File: src/rtl/vrt_pkg.sv
package vrt_pkg;
  typedef enum logic [1:0] {
    STG_SYNC  = 2'd0,
    STG_BLANK = 2'd1,
    STG_BURST = 2'd2,
    STG_PIXEL = 2'd3
  } stage_e;
endpackage

File: src/rtl/vrt_counters.sv
module vrt_counters #(
  parameter int LINE_TOTAL = 1024,
  parameter int V_LAST     = 311,
  localparam int HW = $clog2(LINE_TOTAL),
  localparam int VW = $clog2(V_LAST + 1)
) (
  input  logic          clk,
  input  logic          rst_n,
  output logic [HW-1:0] cur_h,
  output logic [VW-1:0] cur_v,
  output logic          cur_field
);
  localparam logic [HW-1:0] H_STEP = HW'(8);
  localparam logic [HW-1:0] H_END  = HW'(LINE_TOTAL - 8);
  localparam logic [VW-1:0] V_END  = VW'(V_LAST);

  logic line_wrap, frame_wrap;
  assign line_wrap  = (cur_h == H_END);
  assign frame_wrap = line_wrap && (cur_v == V_END);

  always_ff @(posedge clk or negedge rst_n) begin
    if (!rst_n) begin
      cur_h     <= '0;
      cur_v     <= '0;
      cur_field <= 1'b0;
    end else begin
      cur_h <= line_wrap ? '0 : cur_h + H_STEP;
      if (frame_wrap) begin
        cur_v     <= '0;
        cur_field <= ~cur_field;
      end else if (line_wrap) begin
        cur_v <= cur_v + VW'(1);
      end
    end
  end
endmodule

File: src/rtl/vrt_sync.sv
module vrt_sync #(
  parameter int LINE_TOTAL  = 1024,
  parameter int V_LAST      = 311,
  parameter int H_HALF      = 512,
  parameter int HSYNC_START = 768,
  parameter int HSYNC_END   = 832,
  parameter int VSYNC_START = 274,
  parameter int VSYNC_END   = 276,
  localparam int HW = $clog2(LINE_TOTAL),
  localparam int VW = $clog2(V_LAST + 1)
) (
  input  logic          clk,
  input  logic          rst_n,
  input  logic [HW-1:0] cur_h,
  input  logic [VW-1:0] cur_v,
  input  logic          cur_field,
  output logic          hs_nx,
  output logic          vs_nx,
  output logic          hs_q,
  output logic          vs_q
);
  localparam logic [HW-1:0] HS_ON  = HW'(HSYNC_START);
  localparam logic [HW-1:0] HS_OFF = HW'(HSYNC_END);
  localparam logic [HW-1:0] HMID   = HW'(H_HALF);
  localparam logic [VW-1:0] VS_ON  = VW'(VSYNC_START);
  localparam logic [VW-1:0] VS_OFF = VW'(VSYNC_END);
  localparam logic [VW-1:0] VS_OFF_ODD = VW'(VSYNC_END + 1);

  logic at_zero, at_mid;
  assign at_zero = (cur_h == '0);
  assign at_mid  = (cur_h == HMID);

  always_comb begin
    hs_nx = hs_q;
    if (cur_h == HS_ON)       hs_nx = 1'b1;
    else if (cur_h == HS_OFF) hs_nx = 1'b0;

    vs_nx = vs_q;
    if (!cur_field) begin
      if (at_zero && cur_v == VS_ON)      vs_nx = 1'b1;
      else if (at_mid && cur_v == VS_OFF) vs_nx = 1'b0;
    end else begin
      if (at_mid && cur_v == VS_ON)            vs_nx = 1'b1;
      else if (at_zero && cur_v == VS_OFF_ODD) vs_nx = 1'b0;
    end
  end

  always_ff @(posedge clk or negedge rst_n) begin
    if (!rst_n) begin
      hs_q <= 1'b0;
      vs_q <= 1'b0;
    end else begin
      hs_q <= hs_nx;
      vs_q <= vs_nx;
    end
  end
endmodule

File: src/rtl/vrt_events.sv
module vrt_events
  import vrt_pkg::*;
#(
  parameter int LINE_TOTAL    = 1024,
  parameter int V_LAST        = 311,
  parameter int H_HALF        = 512,
  parameter int HSYNC_START   = 768,
  parameter int H_ACTIVE      = 640,
  parameter int V_ACTIVE      = 256,
  parameter int BURST_START   = 856,
  parameter int BURST_END     = 896,
  parameter int TIMER_LINE    = 100,
  parameter int DEND_GFX_LINE = 256,
  parameter int DEND_TXT_LINE = 250,
  localparam int HW = $clog2(LINE_TOTAL),
  localparam int VW = $clog2(V_LAST + 1)
) (
  input  logic          clk,
  input  logic          rst_n,
  input  logic [HW-1:0] cur_h,
  input  logic [VW-1:0] cur_v,
  input  logic          cur_field,
  input  logic          text_mode,
  input  logic          hs_nx,
  input  logic          vs_nx,
  output stage_e        stage_q,
  output logic          timer_q,
  output logic          dend_q
);
  localparam logic [HW-1:0] HMID  = HW'(H_HALF);
  localparam logic [HW-1:0] HS_ON = HW'(HSYNC_START);
  localparam logic [HW-1:0] HACT  = HW'(H_ACTIVE);
  localparam logic [HW-1:0] BST_A = HW'(BURST_START);
  localparam logic [HW-1:0] BST_B = HW'(BURST_END);
  localparam logic [VW-1:0] VACT  = VW'(V_ACTIVE);
  localparam logic [VW-1:0] TLINE = VW'(TIMER_LINE);
  localparam logic [VW-1:0] DGFX  = VW'(DEND_GFX_LINE);
  localparam logic [VW-1:0] DTXT  = VW'(DEND_TXT_LINE);

  stage_e stage_nx;
  logic   timer_nx, dend_nx, in_blank;

  always_comb begin
    in_blank = (cur_h >= HACT) || (cur_v >= VACT);
    if (hs_nx || vs_nx)                         stage_nx = STG_SYNC;
    else if (!in_blank)                         stage_nx = STG_PIXEL;
    else if (cur_h >= BST_A && cur_h < BST_B)   stage_nx = STG_BURST;
    else                                        stage_nx = STG_BLANK;

    timer_nx = (cur_v == TLINE) && (cur_field ? (cur_h == HMID) : (cur_h == '0));
    dend_nx  = (cur_h == HS_ON) && (cur_v == (text_mode ? DTXT : DGFX));
  end

  always_ff @(posedge clk or negedge rst_n) begin
    if (!rst_n) begin
      stage_q <= STG_BLANK;
      timer_q <= 1'b0;
      dend_q  <= 1'b0;
    end else begin
      stage_q <= stage_nx;
      timer_q <= timer_nx;
      dend_q  <= dend_nx;
    end
  end
endmodule

File: src/rtl/vid_raster_timer.sv
module vid_raster_timer
  import vrt_pkg::*;
#(
  parameter int LINE_TOTAL    = 1024,
  parameter int V_LAST        = 311,
  parameter int H_HALF        = 512,
  parameter int HSYNC_START   = 768,
  parameter int HSYNC_END     = 832,
  parameter int H_ACTIVE      = 640,
  parameter int V_ACTIVE      = 256,
  parameter int BURST_START   = 856,
  parameter int BURST_END     = 896,
  parameter int VSYNC_START   = 274,
  parameter int VSYNC_END     = 276,
  parameter int TIMER_LINE    = 100,
  parameter int DEND_GFX_LINE = 256,
  parameter int DEND_TXT_LINE = 250,
  localparam int HW = $clog2(LINE_TOTAL),
  localparam int VW = $clog2(V_LAST + 1)
) (
  input  logic          clk,
  input  logic          rst_n,
  input  logic          text_mode,
  output logic [HW-1:0] h_pos,
  output logic [VW-1:0] v_pos,
  output logic          field,
  output logic          hsync,
  output logic          vsync,
  output logic [1:0]    stage,
  output logic          timer_irq,
  output logic          dend_irq
);
  logic [HW-1:0] cur_h;
  logic [VW-1:0] cur_v;
  logic          cur_field, hs_nx, vs_nx;
  stage_e        stage_q;

  vrt_counters #(.LINE_TOTAL(LINE_TOTAL), .V_LAST(V_LAST)) cnt_i (
    .clk(clk), .rst_n(rst_n),
    .cur_h(cur_h), .cur_v(cur_v), .cur_field(cur_field)
  );

  vrt_sync #(
    .LINE_TOTAL(LINE_TOTAL), .V_LAST(V_LAST), .H_HALF(H_HALF),
    .HSYNC_START(HSYNC_START), .HSYNC_END(HSYNC_END),
    .VSYNC_START(VSYNC_START), .VSYNC_END(VSYNC_END)
  ) sync_i (
    .clk(clk), .rst_n(rst_n),
    .cur_h(cur_h), .cur_v(cur_v), .cur_field(cur_field),
    .hs_nx(hs_nx), .vs_nx(vs_nx), .hs_q(hsync), .vs_q(vsync)
  );

  vrt_events #(
    .LINE_TOTAL(LINE_TOTAL), .V_LAST(V_LAST), .H_HALF(H_HALF),
    .HSYNC_START(HSYNC_START), .H_ACTIVE(H_ACTIVE), .V_ACTIVE(V_ACTIVE),
    .BURST_START(BURST_START), .BURST_END(BURST_END),
    .TIMER_LINE(TIMER_LINE), .DEND_GFX_LINE(DEND_GFX_LINE),
    .DEND_TXT_LINE(DEND_TXT_LINE)
  ) evt_i (
    .clk(clk), .rst_n(rst_n),
    .cur_h(cur_h), .cur_v(cur_v), .cur_field(cur_field),
    .text_mode(text_mode), .hs_nx(hs_nx), .vs_nx(vs_nx),
    .stage_q(stage_q), .timer_q(timer_irq), .dend_q(dend_irq)
  );

  assign stage = stage_q;

  // Position stage: holds the position the registered outputs describe.
  always_ff @(posedge clk or negedge rst_n) begin
    if (!rst_n) begin
      h_pos <= '0;
      v_pos <= '0;
      field <= 1'b0;
    end else begin
      h_pos <= cur_h;
      v_pos <= cur_v;
      field <= cur_field;
    end
  end
endmodule

File: config.mk
export PLATFORM = sky130hd
export DESIGN_NAME = vid_raster_timer
export DESIGN_NICKNAME = d
export VERILOG_FILES = /design/src/rtl/vrt_pkg.sv /design/src/rtl/vrt_counters.sv /design/src/rtl/vrt_sync.sv /design/src/rtl/vrt_events.sv /design/src/rtl/vid_raster_timer.sv
export SDC_FILE = /design/constraint.sdc
export NUM_CORES = 1
export LEC_CHECK = 0
export ABC_AREA = 0
export BUFFER_PORTS_ARGS = -buffer_cell sky130_fd_sc_hd__buf_2
export CORE_ASPECT_RATIO = 1.75
export CORE_MARGIN = 4
export CORE_UTILIZATION = 50
export CTS_CLUSTER_SIZE = 24
export DETAILED_ROUTE_END_ITERATION = 8
export MAX_ROUTING_LAYER = met4
export PLACE_DENSITY_LB_ADDON = 0.25
export SETUP_SLACK_MARGIN = 0.02
export SYNTH_ARGS = -nofsm -noshare
export SYNTH_HDL_FRONTEND = slang
export SYNTH_HIERARCHICAL = 1
export SYNTH_SLANG_ARGS = --single-unit
File: constraint.sdc
create_clock -name clk -period 3.6 [get_ports clk]
set_input_delay 0.72 -clock clk [delete_from_list [all_inputs] [get_ports clk]]
set_output_delay 0.72 -clock clk [all_outputs]
set_load 0.02 [all_outputs]
==> results.json, run 1 <==
{
  "drive_above_1_share_pct": 23.96,
  "hold_end": "field$_DFF_PN0_",
  "grt_max_degree": 44,
  "critical_path_arrival_ns": 2.20,
  "root_buffer": "clkbuf_8",
  "worstPathMaxFanout": 9,
  "synthTopCellsByCount": "42 x dfrtp_1, 17 x nand2_1, 10 x nor2_1, 7 x inv_1, 7 x nand3_1",
  "cp-end-kind": "flip-flop",
  "port_buffers": 28,
  "cts_tree": "done",
  "reg2reg_slack_ns": 1.57,
  "p_leak_uw": 0.0009429,
  "fin_crit_sh_pct": 56.40,
  "via_per_inst": 5.626,
  "timing.rr.start": "cnt_i/cur_v[1]$_DFFE_PN0P_",
  "clock_latency_ns": 0.29,
  "nets": 197,
  "worstHoldStart": "cnt_i/cur_field$_DFFE_PN0P_",
  "netlist_instances": 160,
  "fmax_mhz": 492.5,
  "dp.cells": 231,
  "row_count": 29,
  "finalClockSkew_ns": 0.006488,
  "p_int_uw": 689.9,
  "yosys.cell_types.count": 47,
  "antenna_cells": 0,
  "vias": 1339,
  "cts-resized-gates": 0,
  "areaGrowthSynthToFinish_pct": 14.97,
  "rsz0062_at_grt": "no",
  "first_pass_iters": 4,
  "finalSetupViolCount": 0,
  "overflow": 0,
  "syn_area_um2": 1847,
  "antenna_found_initial": 0,
  "synth_area_leaders": "dfrtp_1 57%, nand2_1 3.5%, xnor2_1 2.4%, nor2_1 2.0%, or4_1 2.0%",
  "start_util_pct": 51.41,
  "htree_levels": 2,
  "switching_share_pct": 18.91,
  "drv_cap": 0,
  "placed_cell_area_um2": 2021,
  "pwr-share-comb_pct": 1.9,
  "tightest_slew_ns": 0.9090,
  "pwr-share-clk_pct": 41.1,
  "power_frac_seq_pct": 57.0,
  "p_switching_uw": 160.8,
  "setup.worst_path.start_class": "flip-flop",
  "syn_avg_cell_area_um2": 11.54,
  "r2r_cells": 3,
  "synth_top_area_cell": "dfrtp_1",
  "fin_crit_ns": 2.030,
  "grt_use_total_pct": 19.15,
  "ant_nets": 0,
  "critical_path_class": "reg -> reg",
  "outcome": "completed",
  "cts_buffer_depth": 2,
  "cts_hold_buf": 0,
  "cts_made_buffers": 5,
  "setup_tns_ns": 0,
  "synth.top_cell.area_share_pct": 56.91,
  "grt_pass1_vias": 1368,
  "ys_seq_area_share_pct": 58.33,
  "hold_slack_ns": 0.5420,
  "drt_wl_total_mm": 3.792,
  "drtIter0Drc": 38,
  "slew_headroom_pct": 39.40,
  "grt_pass1_wl_mm": 6.403,
  "fin_cells": 238,
  "rr_endpoint": "evt_i/dend_q$_DFF_PN0_",
  "drv_slew": 0,
  "die_area_um2": 4768,
  "path_clk_slew_ns": 0.07,
  "final_hold_viol_count": 0,
  "place_hpwl_mm": 2.751,
  "place.gp.congestion": 0.9237,
  "yosys_warnings": 6,
  "finalInstanceArea_um2": 2123,
  "synth-seq-cells": 43,
  "synth_edf_count": 0,
  "required_ns": 3.77,
  "coreArea_um2": 3592,
  "whs_path_depth": 0,
  "peakVddDrop_v": 0.0003476,
  "io_pins": 29,
  "synth_ff_type": "dfrtp_1",
  "wl_per_cell_um": 15.93,
  "synth.most_common_cell": "dfrtp_1",
  "drc": 0,
  "post-cts-setup-buffer-count": 0,
  "die_w_um": 53.94,
  "cts.sinks": 43,
  "die_y_um": 88.40,
  "hp-class": "reg -> reg",
  "powerDensity_nw_per_um2": 400.7,
  "synthArstFlopShare_pct": 100.0
}
flip-flops by register name, indices dropped and copies added, names as in the netlist:
| signal | count |
|---|---|
| cnt_i/cur_field | 1 |
| cnt_i/cur_h | 7 |
| cnt_i/cur_v | 9 |
| evt_i/dend_q | 1 |
| evt_i/stage_q | 2 |
| evt_i/timer_q | 1 |
| field | 1 |
| h_pos | 10 |
| sync_i/hs_q | 1 |
| sync_i/vs_q | 1 |
| v_pos | 9 |
through the flow:
stage                     setup slack, ns  utilization (%)  power (uW)
final                               1.570            59.11       850.7
after global routing                1.507            59.11       880.3
after CTS                           1.576            59.11       864.5
after detailed placement            1.603            56.25       510.8
after global placement              1.635            56.25       510.5
after floorplan                     1.722                -       501.4
how the worst max path moves through the flow:
stage	depth (start not counted)	from	slack (ns)	endpoint
2_1_floorplan	3	cnt_i/cur_v[1]$_DFFE_PN0P_	1.72	evt_i/dend_q$_DFF_PN0_
5_1_grt	3	cnt_i/cur_v[1]$_DFFE_PN0P_	1.51	evt_i/dend_q$_DFF_PN0_
6_report	3	cnt_i/cur_v[1]$_DFFE_PN0P_	1.57	evt_i/dend_q$_DFF_PN0_
3_5_place_dp	3	cnt_i/cur_v[1]$_DFFE_PN0P_	1.60	evt_i/dend_q$_DFF_PN0_
3_3_place_gp	3	cnt_i/cur_v[1]$_DFFE_PN0P_	1.64	evt_i/dend_q$_DFF_PN0_
4_1_cts	3	cnt_i/cur_v[1]$_DFFE_PN0P_	1.58	evt_i/dend_q$_DFF_PN0_
cell families after synthesis:
group                    count (synthesis)  share of synthesized area, %
flip-flops                              43                         58.33
AND/OR/NAND/NOR                         72                         23.10
XOR/XNOR                                 8                         4.201
adder cells (fa/ha/maj)                  2                         1.355
buffers and inverters                   12                         3.116
multiplexers                             3                         1.626
AO/OA/AOI/OAI                           19                         8.062
other                                    1                        0.2031
placed cells by master, fill, tap and decap left out, types with 2 or more instances in the layout:
master / netlist / layout
a21oi_1: 3 / 3
and2_1: 3 / 3
buf_2: 1 / 28
clkbuf_8: 0 / 5
conb_1: 1 / 3
dfrtp_1: 42 / 42
ha_1: 2 / 2
inv_1: 7 / 7
mux2i_1: 3 / 3
nand2_1: 17 / 17
nand2b_1: 5 / 5
nand3_1: 7 / 7
nand4_1: 5 / 5
nor2_1: 10 / 10
nor3_1: 6 / 6
o21a_1: 2 / 2
o21ai_1: 2 / 2
o22ai_1: 2 / 2
o41ai_1: 2 / 2
or4_1: 5 / 5
xnor2_1: 5 / 5
xor2_1: 2 / 2
power groups by stage:
stage	combinational, uW	clock (uW)	sequential [uW]
after floorplan	4.67	0	497
after global placement	16.3	0	494
after detailed placement	16.6	0	494
after CTS	16.6	363	485
after global routing	19.2	376	485
final	16.4	350	485
cell type report:
class                           instances  area (um^2)
Clock inverter                          1        30.03
Inverter                                7        26.28
Sequential cell                        43         1077
Multi-Input combinational cell        107        719.4
Clock buffer                            6        72.57
Fill cell                             302         1469
Tap cell                               46        57.56
Timing Repair Buffer                   28        140.1
worst max-delay path, cell delays in order, from the launching register on:
cell	delay (ns)
dfrtp_1	0.48
or4_1	0.56
or4_1	0.50
a2111oi_2	0.38
routing by layer:
metal	routed length, um	up-vias	track usage, %	share of wire [%]
met4	114	0	10.00	3.0
li1	-	629	-	-
met1	1438	671	19.87	38
met5	0	-	-	0
met2	2127	28	32.78	56
met3	112	11	3.879	3.0
No activity file was read; power rests on OpenSTA's default activity.
==> inputs of run 2 (changes only) <==
- ABC_AREA: 0 -> 1
- clock period: 3.6 -> 1.77 ns (I/O delays scaled with it)
==> run 2 against run 1 <==
Against the previous run: non-clock buffer count increased by 18; synthesized cell count increased by 54%; first-iteration DRC count increased by 13%; largest power group unchanged; highest routed layer unchanged.
==> results.json, run 2 <==
{
  "power_frac_seq_pct": 57.8,
  "setup.worst_path.start_class": "flip-flop",
  "critical_path_arrival_ns": 1.83,
  "critical_path_class": "reg -> reg",
  "clock_latency_ns": 0.29,
  "cts_hold_buf": 0,
  "place.gp.congestion": 0.8199,
  "rsz0062_at_grt": "yes",
  "die_w_um": 56.21,
  "ys_seq_area_share_pct": 52.98,
  "fin_crit_sh_pct": 91.65,
  "drtIter0Drc": 43,
  "fmax_mhz": 616.5,
  "reg_top3": "h_pos x10, cnt_i/cur_v x9, v_pos x9",
  "htree_levels": 2,
  "path_clk_slew_ns": 0.08,
  "synthArstFlopShare_pct": 100.0,
  "die_y_um": 92.36,
  "cts.sinks": 43,
  "top_register": "h_pos",
  "n_fill_cell": 359,
  "hp-class": "in -> async",
  "switching_share_pct": 20.85,
  "coreArea_um2": 3904,
  "final_hold_viol_count": 0,
  "synth-seq-cells": 43,
  "seq_area_um2": 1082,
  "crit_start": "cnt_i/cur_h[4]$_DFF_PN0_",
  "start_util_pct": 52.08,
  "grt_pass1_wl_mm": 7.562,
  "synth_area_leaders": "dfrtp_1 52%, nand2_1 11%, nor2_1 7.6%, inv_1 6.3%, nand3_1 3.9%",
  "port_buffers": 28,
  "synth_edf_count": 0,
  "drt_wl_total_mm": 4.429,
  "final_util_pct": 63.49,
  "synth.top_cell.area_share_pct": 51.69,
  "drv_slew": 0,
  "final_cell_mix": "59 x nand2_1, 39 x nor2_1, 38 x dfrtp_1",
  "drv_cap": 0,
  "root_buffer": "clkbuf_8",
  "grt_use_total_pct": 19.05,
  "finalClockSkew_ns": 0.005225,
  "ant_nets": 0,
  "synthTopCellsByCount": "62 x nand2_1, 42 x dfrtp_1, 41 x nor2_1, 34 x inv_1, 16 x nand3_1",
  "synth.most_common_cell": "nand2_1",
  "pwr-share-comb_pct": 2.4,
  "p_switching_uw": 355.5,
  "row_count": 30,
  "syn_avg_cell_area_um2": 8.265,
  "die_area_um2": 5191,
  "netlist_instances": 246,
  "wl_per_cell_um": 12.84,
  "powerDensity_nw_per_um2": 687.9,
  "antenna_cells": 0,
  "cp-end-kind": "flip-flop",
  "cts_made_buffers": 5,
  "drive_above_1_share_pct": 28.62,
  "peakVddDrop_v": 0.0006768,
  "placed_cell_area_um2": 2313,
  "synth_top_area_cell": "dfrtp_1",
  "antenna_found_initial": 0,
  "first_pass_iters": 4,
  "overflow": 0,
  "syn_area_um2": 2033,
  "p_int_uw": 1350,
  "finalSetupViolCount": 0,
  "nets": 301,
  "p_leak_uw": 0.001282,
  "finalInstanceArea_um2": 2479,
  "cts_buffer_depth": 2,
  "cts_tree": "done",
  "timing.rr.start": "cnt_i/cur_h[4]$_DFF_PN0_",
  "place_hpwl_mm": 3.164,
  "yosys.cell_types.count": 29,
  "synth_ff_type": "dfrtp_1",
  "via_per_inst": 5.006,
  "grt_max_degree": 26,
  "largest_reg_flops": 10,
  "drc": 0,
  "outcome": "completed",
  "grt_pass1_vias": 1690,
  "fin_crit_ns": 1.622,
  "pwr-share-clk_pct": 39.8,
  "final_common_cell": "nand2_1",
  "areaGrowthSynthToFinish_pct": 21.91,
  "required_ns": 1.98,
  "yosys_warnings": 6,
  "multi_input_area_um2": 813.3,
  "io_pins": 29,
  "vias": 1727,
  "worstPathMaxFanout": 3
}
==> run 2: changes by cell type after synthesis, sizes merged, moves of 5 or more <==
cell / change
nand2: +49
nand2b: -5
inv: +28
or4: -6
nor2: +37
nand3: +11
xnor2: -5
==> run 2: layer usage <==
| layer | global-route usage, % | vias to the layer above | share of wire [%] |
|---|---|---|---|
| met4 | 9.307 | 0 | 2.9 |
| met5 | - | - | 0 |
| met1 | 18.49 | 815 | 35 |
| met2 | 35.74 | 50 | 58 |
| li1 | - | 852 | - |
| met3 | 2.929 | 10 | 4.1 |
==> run 2: layout make-up <==
cell class / count / share of cell area, %
clock buffers: 7 / 3.887
clock inverters: 1 / 0.3029
inverters: 35 / 5.300
multi-input cells: 165 / 32.81
flip-flops and latches: 43 / 43.66
well taps: 48 / 2.423
repair buffers: 46 / 11.61
==> run 2: critical path, stage by stage, from the launching register on <==
cell	delay [ns]
dfrtp_2	0.44
nor2_4	0.13
nand2_2	0.07
nor2_4	0.14
nand2_2	0.08
o21ai_2	0.14
nand2_1	0.07
nand2_1	0.06
inv_1	0.04
or2_1	0.22
a31oi_1	0.15
==> run 2: through the flow <==
step	TNS, ns	cells	hold slack (ns)	power (uW)	worst slack (ns)
floorplan	0	248	0.05841	1021	0.2722
global placement	0	333	0.3441	1048	0.1443
detailed placement	0	333	0.3467	1048	0.07143
CTS	0	341	0.02512	1731	0.04942
global route	-0.0002183	345	0.02410	1792	-0.0002183
finish	0	345	0.01155	1705	0.1478
==> run 2: power by group through the flow <==
| stage | Sequential (uW) | Clock, uW | Combinational (uW) |
|---|---|---|---|
| 2_1_floorplan | 1010 | 0 | 10.6 |
| 3_3_place_gp | 1010 | 0 | 42.5 |
| 3_5_place_dp | 1010 | 0 | 42.8 |
| 4_1_cts | 986 | 702 | 42.7 |
| 5_1_grt | 986 | 758 | 47.7 |
| 6_report | 985 | 679 | 41.0 |
==> run 2: final timing paths <==
| kind | depth (start not counted) | slack (ns) | to |
|---|---|---|---|
| hold / removal | 1 | 0.01 | h_pos[3]$_DFF_PN0_ |
| min in group clk | 6 | 0.45 | evt_i/dend_q$_DFF_PN0_ |
| hold reg to reg | 2 | 0.51 | sync_i/hs_q$_DFF_PN0_ |
| setup reg to reg | 10 | 0.15 | evt_i/stage_q[0]$_DFF_PN1_ |
| max in group asynchronous | 2 | 1.17 | evt_i/stage_q[0]$_DFF_PN1_ |
| setup / recovery | 10 | 0.15 | evt_i/stage_q[0]$_DFF_PN1_ |
==> run 2: logic make-up after synthesis <==
group	share of synthesized area, %
fa+ha+maj	1.231
compound gates	4.246
other cells	0.1844
flops	52.98
xor+xnor	0.8617
simple gates	31.82
buf+inv	8.676
==> run 2: repair_timing <==
action / CTS / global route
setup endpoints to repair: 0 / 3
setup buffers: 0 / 4
gates resized for setup: 0 / 12
endpoints found under the hold margin: 0 / 0
